===== config.mk =====
export PLATFORM = sky130hd
export DESIGN_NAME = sgpio_led_serializer
export DESIGN_NICKNAME = d
export VERILOG_FILES = /design/src/rtl/sgpio_led_serializer.sv
export SDC_FILE = /design/constraint.sdc
export NUM_CORES = 1
export LEC_CHECK = 0
export BUFFER_PORTS_ARGS = -buffer_cell sky130_fd_sc_hd__buf_2
export CORE_UTILIZATION = 62
export DETAILED_ROUTE_END_ITERATION = 6
export PLACE_DENSITY = 0.84
export SLEW_MARGIN = 5
export SYNTH_ARGS = -nofsm -noshare
export SYNTH_HDL_FRONTEND = slang
export SYNTH_SLANG_ARGS = --single-unit

===== constraint.sdc =====
create_clock -name clk -period 6.4 [get_ports clk]
set_clock_uncertainty 0.15 [all_clocks]
set_input_delay 0.96 -clock clk [delete_from_list [all_inputs] [get_ports clk]]
set_output_delay 0.96 -clock clk [all_outputs]
set_load 0.005 [all_outputs]

===== src/rtl/sgpio_led_serializer.sv =====
module sgpio_led_serializer #(
  parameter int N_PORTS  = 8,
  parameter int N_SLOTS  = 8,
  parameter int PM_SLOTS = 4,
  parameter int HALF_CYC = 2500,
  parameter int CNT_W    = 8
) (
  input  logic                                                   clk,
  input  logic                                                   rst_n,
  input  logic                                                   req_valid,
  input  logic [((N_PORTS > 1) ? $clog2(N_PORTS) : 1)-1:0]       req_port,
  input  logic [31:0]                                            req_state,
  input  logic [$clog2(N_PORTS+1)-1:0]                           cfg_nports,
  input  logic [N_PORTS*((N_SLOTS > 1) ? $clog2(N_SLOTS) : 1)-1:0] cfg_slot_map,
  input  logic [CNT_W-1:0]                                       cfg_pre,
  input  logic [CNT_W-1:0]                                       cfg_post,
  input  logic [((N_PORTS > 1) ? $clog2(N_PORTS) : 1)-1:0]       rd_port,
  input  logic [((PM_SLOTS > 1) ? $clog2(PM_SLOTS) : 1)-1:0]     rd_slot,
  output logic [31:0]                                            rd_state,
  output logic                                                   busy,
  output logic                                                   req_err,
  output logic                                                   sclk,
  output logic                                                   sload,
  output logic                                                   sdata
);
  localparam int PAT_W  = 3 * N_SLOTS;
  localparam int SLOT_W = (N_SLOTS > 1) ? $clog2(N_SLOTS) : 1;
  localparam int PM_W   = (PM_SLOTS > 1) ? $clog2(PM_SLOTS) : 1;
  localparam int NP_W   = $clog2(N_PORTS + 1);
  localparam int HC_W   = $clog2(HALF_CYC + 1);
  localparam int PI_W   = $clog2(PAT_W);
  localparam int BIT_W  = $clog2(PAT_W + 1);
  localparam int PC_W   = (CNT_W > BIT_W) ? CNT_W : BIT_W;

  typedef enum logic [2:0] {S_IDLE, S_PRE, S_LOAD, S_DATA, S_POST} phase_t;

  phase_t            st;
  logic [HC_W-1:0]   hcnt;
  logic [PC_W-1:0]   pcnt;
  logic [PAT_W-1:0]  pattern;
  logic [PAT_W-1:0]  shreg;
  logic              pend;
  logic [31:0]       store [N_PORTS][PM_SLOTS];

  wire [7:0]        pm_field = req_state[15:8];
  wire              slot_ok  = 32'(pm_field) < PM_SLOTS;
  wire              accept   = req_valid && slot_ok;
  wire [SLOT_W-1:0] slot     = cfg_slot_map[req_port*SLOT_W +: SLOT_W];
  wire [PI_W-1:0]   base     = PI_W'(3 * slot);
  wire              unused_state = ^{req_state[31:23], req_state[7:0]};

  wire [NP_W-1:0]   np_eff   = (cfg_nports > NP_W'(N_PORTS)) ? NP_W'(N_PORTS) : cfg_nports;
  wire [PC_W-1:0]   nbits    = PC_W'(3 * np_eff);
  wire [PC_W-1:0]   next_cnt = pcnt + PC_W'(1);
  wire              half_end = hcnt == HC_W'(HALF_CYC - 1);
  wire              start    = (st == S_IDLE) && pend;

  assign busy     = st != S_IDLE;
  assign rd_state = store[rd_port][rd_slot];

  always_ff @(posedge clk) begin
    if (!rst_n) begin
      pattern <= '0;
      pend    <= 1'b0;
      req_err <= 1'b0;
      for (int p = 0; p < N_PORTS; p++)
        for (int s = 0; s < PM_SLOTS; s++)
          store[p][s] <= '0;
    end else begin
      req_err <= req_valid && !slot_ok;
      pend    <= accept || (pend && !start);
      if (accept) begin
        pattern[base]             <= req_state[21] | req_state[20];
        pattern[base + PI_W'(1)]  <= req_state[19];
        pattern[base + PI_W'(2)]  <= req_state[22];
        store[req_port][pm_field[PM_W-1:0]] <= req_state;
      end
    end
  end

  always_ff @(posedge clk) begin
    if (!rst_n) begin
      st    <= S_IDLE;
      hcnt  <= '0;
      pcnt  <= '0;
      shreg <= '0;
      sclk  <= 1'b1;
      sload <= 1'b1;
      sdata <= 1'b1;
    end else if (start) begin
      shreg <= pattern;
      hcnt  <= '0;
      pcnt  <= '0;
      sclk  <= 1'b1;
      if (cfg_pre != '0) begin
        st    <= S_PRE;
        sload <= 1'b0;
      end else begin
        st    <= S_LOAD;
        sload <= 1'b1;
      end
    end else if (busy) begin
      if (!half_end) begin
        hcnt <= hcnt + HC_W'(1);
      end else begin
        hcnt <= '0;
        if (sclk) begin
          sclk <= 1'b0;
        end else begin
          case (st)
            S_PRE: begin
              sclk <= 1'b1;
              if (next_cnt == PC_W'(cfg_pre)) begin
                st    <= S_LOAD;
                sload <= 1'b1;
                pcnt  <= '0;
              end else begin
                pcnt <= next_cnt;
              end
            end
            S_LOAD: begin
              sload <= 1'b0;
              pcnt  <= '0;
              if (nbits != '0) begin
                st    <= S_DATA;
                sclk  <= 1'b1;
                sdata <= shreg[0];
                shreg <= shreg >> 1;
              end else if (cfg_post != '0) begin
                st   <= S_POST;
                sclk <= 1'b1;
              end else begin
                st <= S_IDLE;
              end
            end
            S_DATA: begin
              if (next_cnt == nbits) begin
                pcnt <= '0;
                if (cfg_post != '0) begin
                  st   <= S_POST;
                  sclk <= 1'b1;
                end else begin
                  st <= S_IDLE;
                end
              end else begin
                pcnt  <= next_cnt;
                sclk  <= 1'b1;
                sdata <= shreg[0];
                shreg <= shreg >> 1;
              end
            end
            S_POST: begin
              if (next_cnt == PC_W'(cfg_post)) begin
                st   <= S_IDLE;
                pcnt <= '0;
              end else begin
                pcnt <= next_cnt;
                sclk <= 1'b1;
              end
            end
            default: st <= S_IDLE;
          endcase
        end
      end
    end
  end

  a_r1_pattern_only_on_accept: assert property (@(posedge clk) disable iff (!rst_n)
    !accept |=> $stable(pattern));

  a_r3_reject_keeps_pattern: assert property (@(posedge clk) disable iff (!rst_n)
    req_err |-> $stable(pattern));

  a_r5_load_rises_with_clock: assert property (@(posedge clk) disable iff (!rst_n)
    $rose(sload) |-> (sclk && busy));

  a_r6_idle_lines_hold: assert property (@(posedge clk) disable iff (!rst_n)
    (!busy && !pend) |=> $stable({sclk, sload, sdata}));

  a_r8_frame_opens_high: assert property (@(posedge clk) disable iff (!rst_n)
    $rose(busy) |-> sclk);

  a_r9_busy_request_pends: assert property (@(posedge clk) disable iff (!rst_n)
    (accept && busy) |=> pend);

endmodule


==> impl_metrics.tcl <==
set metrics [dict create \
    gr-total-overflow 0 \
    r2r-end "pcnt[0]" \
    synth-seq-cells 1100 \
    worst_pin_slew_ns 1.345 \
    setup_violations 0 \
    ctsResizeCount 0 \
    antenna_found_initial 12 \
    root_buffer "clkbuf_16" \
    synth_top_area_share_pct 60.77 \
    hold_start "pattern[11]" \
    post_drt_wl_per_cell_um 28.40 \
    fillers 4772 \
    final_nets 3627 \
    clk_latency_ns 0.70 \
    final-max-slew-violation-count 0 \
    cts-buffers-inserted 111 \
    htree_levels 3 \
    final_area_sq_um 57130 \
    holdWs_ns 0.3156 \
    post-route-min-period_ns 4.984 \
    netlist_top_cells_count "1024 x edfxtp_1, 776 x and2_1, 320 x mux4_2" \
    relSlewSlack_pct 10.26 \
    synth_ff_type "edfxtp_1" \
    dp_slack_ns 0.7537 \
    p_leak_nw 20.01 \
    violations "design-rule violations" \
    clkTransAtPathRegs_ns 0.06 \
    crit_path_start_kind "input port" \
    drt_wl_total_mm 133.1 \
    power_density_nw_per_um2 285.1 \
    outcome "finished, violations left" \
    cts_tree "done" \
    clock-sinks 1100 \
    ys_types 89 \
    cp.arrival_ns 5.42 \
    path_max_fanout 20 \
    busiest_layer "met2" \
    holdPathEnd "pattern[11]" \
    synth_edf_count 1024 \
    avgSynthCellArea_sq_um 15.55 \
    r2r_slack_ns 3.09 \
    met1_usage_pct 41.11 \
    yosysWarnings 0 \
    synth.most_common_cell "edfxtp_1" \
    gp_congestion 0.9309 \
    multi_input_area_sq_um 18390 \
    seqCellArea_sq_um 32270 \
    pin_count 124 \
    grtUsageMet2_pct 53.75 \
    finalHoldViolCount 0 \
    hp-class "flip-flop to flip-flop" \
    syn_area_sq_um 50600 \
    grt_pass1_vias 30620 \
    drt-pass1-iter-count 7 \
    fmax_mhz 200.6 \
    dieArea_sq_um 82760 \
    worstHoldPathCells 2 \
    synthToLayoutAreaGrowth_pct 12.92 \
    grt_max_degree 76 \
    drtIter0Drc 4268 \
    drc 38 \
    setup-tns-final_ns 0 \
    vias 30380 \
    cts_hold_buffers 0 \
    peakVddDrop_mv 0.2348 \
    dp_cells 4472 \
    met3_usage_pct 7.322 \
    r2r.worst_path.cells 9 \
    ant_nets 0 \
    viasPerCell 6.482 \
    setup_ws_ns 1.416 \
    path_class "input port to flip-flop" \
    async_flop_share_pct 0 \
    io_buffers 123 \
    synth_top_area_cell "edfxtp_1" \
    grt_pass1_wl_mm 193.5 \
    final_cells 4686 \
    worstSetupEndpointType "flip-flop" \
    synth_cells 3253 \
    reg2reg_from "pcnt[0]" \
    core_sq_um 80680 \
    critical_path_required_ns 6.83 \
    grt_usage_pct 32.46 \
    clockBufferDepth 3 \
    floorplan.initialDensity_pct 62.72 \
    yosys-top-cells-area "edfxtp_1 61%, mux4_2 14%, and2_1 9.6%" \
    power.total_mw 16.29 \
    yosysSeqAreaShare_pct 63.78 \
    place_area_sq_um 53600 \
    post-route-period-util_pct 77.88 \
    fin_util_pct 70.82 \
    rsz0062_at_grt "false" \
    place_hpwl_mm 76.93 \
    die_h_um 287.7 \
    max-cap-violations 0 \
    postCtsSetupRepairBufs 0 \
    rows 104 \
    drive_gt1_share_pct 22.91 \
    die_x_um 287.7 \
]
layer usage:
| layer | wire, um | up-vias |
|---|---|---|
| met5 | 61 | - |
| met4 | 6379 | 10 |
| met3 | 16130 | 419 |
| met2 | 65570 | 2212 |
| met1 | 44920 | 15050 |
| li1 | - | 12680 |
report_power, final:
group	leakage, nW	internal [mW]	switching [mW]
combinational	7.91	0.638	1.04
sequential	10.4	8.23	0.114
clock	1.70	3.52	2.74
worst max-delay path: stages:
cell and delay [ns]:
buf_2 0.27, nor2_1 0.09, a22oi_1 0.18, o221ai_1 0.13
a2111oi_0 0.40, buf_4 0.21, inv_1 0.10, ha_1 0.25
fa_1 0.51, ha_1 0.54, inv_1 0.18, and3_1 0.25
nand4_1 0.09, nand4_1 0.34, and2_1 0.32, a221oi_1 0.33
o211ai_1 0.15, o41ai_2 0.09
cell families (layout without fill, tap and decap cells):
| group | count (synthesis) | count (layout) | share of synthesized area (%) |
|---|---|---|---|
| multiplexers | 403 | 403 | 15.99 |
| flip-flops | 1100 | 1100 | 63.78 |
| adder cells (fa/ha/maj) | 15 | 15 | 0.4006 |
| AND/OR/NAND/NOR | 1109 | 1109 | 12.84 |
| AO/OA/AOI/OAI | 277 | 277 | 3.732 |
| buffers and inverters | 310 | 453 | 2.404 |
| XOR/XNOR | 38 | 38 | 0.8531 |
| other | 1 | 231 | 0.007411 |
how the worst max path moves through the flow:
stage	startpoint	to	cells after the start
after floorplan	req_port[2]	pattern[18]	17
after global placement	req_port[2]	pattern[15]	17
after detailed placement	req_port[2]	pattern[15]	17
after CTS	req_port[2]	pattern[15]	17
after global routing	req_port[2]	pattern[15]	17
final	req_port[2]	pattern[10]	18
placed cells by master, fill, tap and decap left out, drive strengths merged, types with 15 or more instances in the layout:
cell,count
edfxtp,1024
clkinv,45
buf,226
mux4,320
conb,224
a211oi,15
dfxtp,76
mux2,42
xor2,18
clkbuf,148
nand3,31
inv,24
mux2i,41
nor2,102
a21oi,62
nand2,77
and2,776
nor3,20
o21ai,82
nand4,22
and3,18
sequential cells by signal, indices dropped and copies added, names as in the netlist:
name and count:
hcnt 12, pattern 24, pcnt 8, pend 1, req_err 1, sclk 1
sdata 1, shreg 24, sload 1, st 3, store 1024
final cells by class:
cell class                      instances  area share [%]
Antenna cell                            7         0.03066
Clock buffer                          148           5.210
Clock inverter                         59          0.9417
Inverter                               20          0.1314
Multi-Input combinational cell       2066           32.19
Sequential cell                      1100           56.48
Tap cell                             1060           2.321
Timing Repair Buffer                  226           2.698
Power figures use the tool's default switching activity.
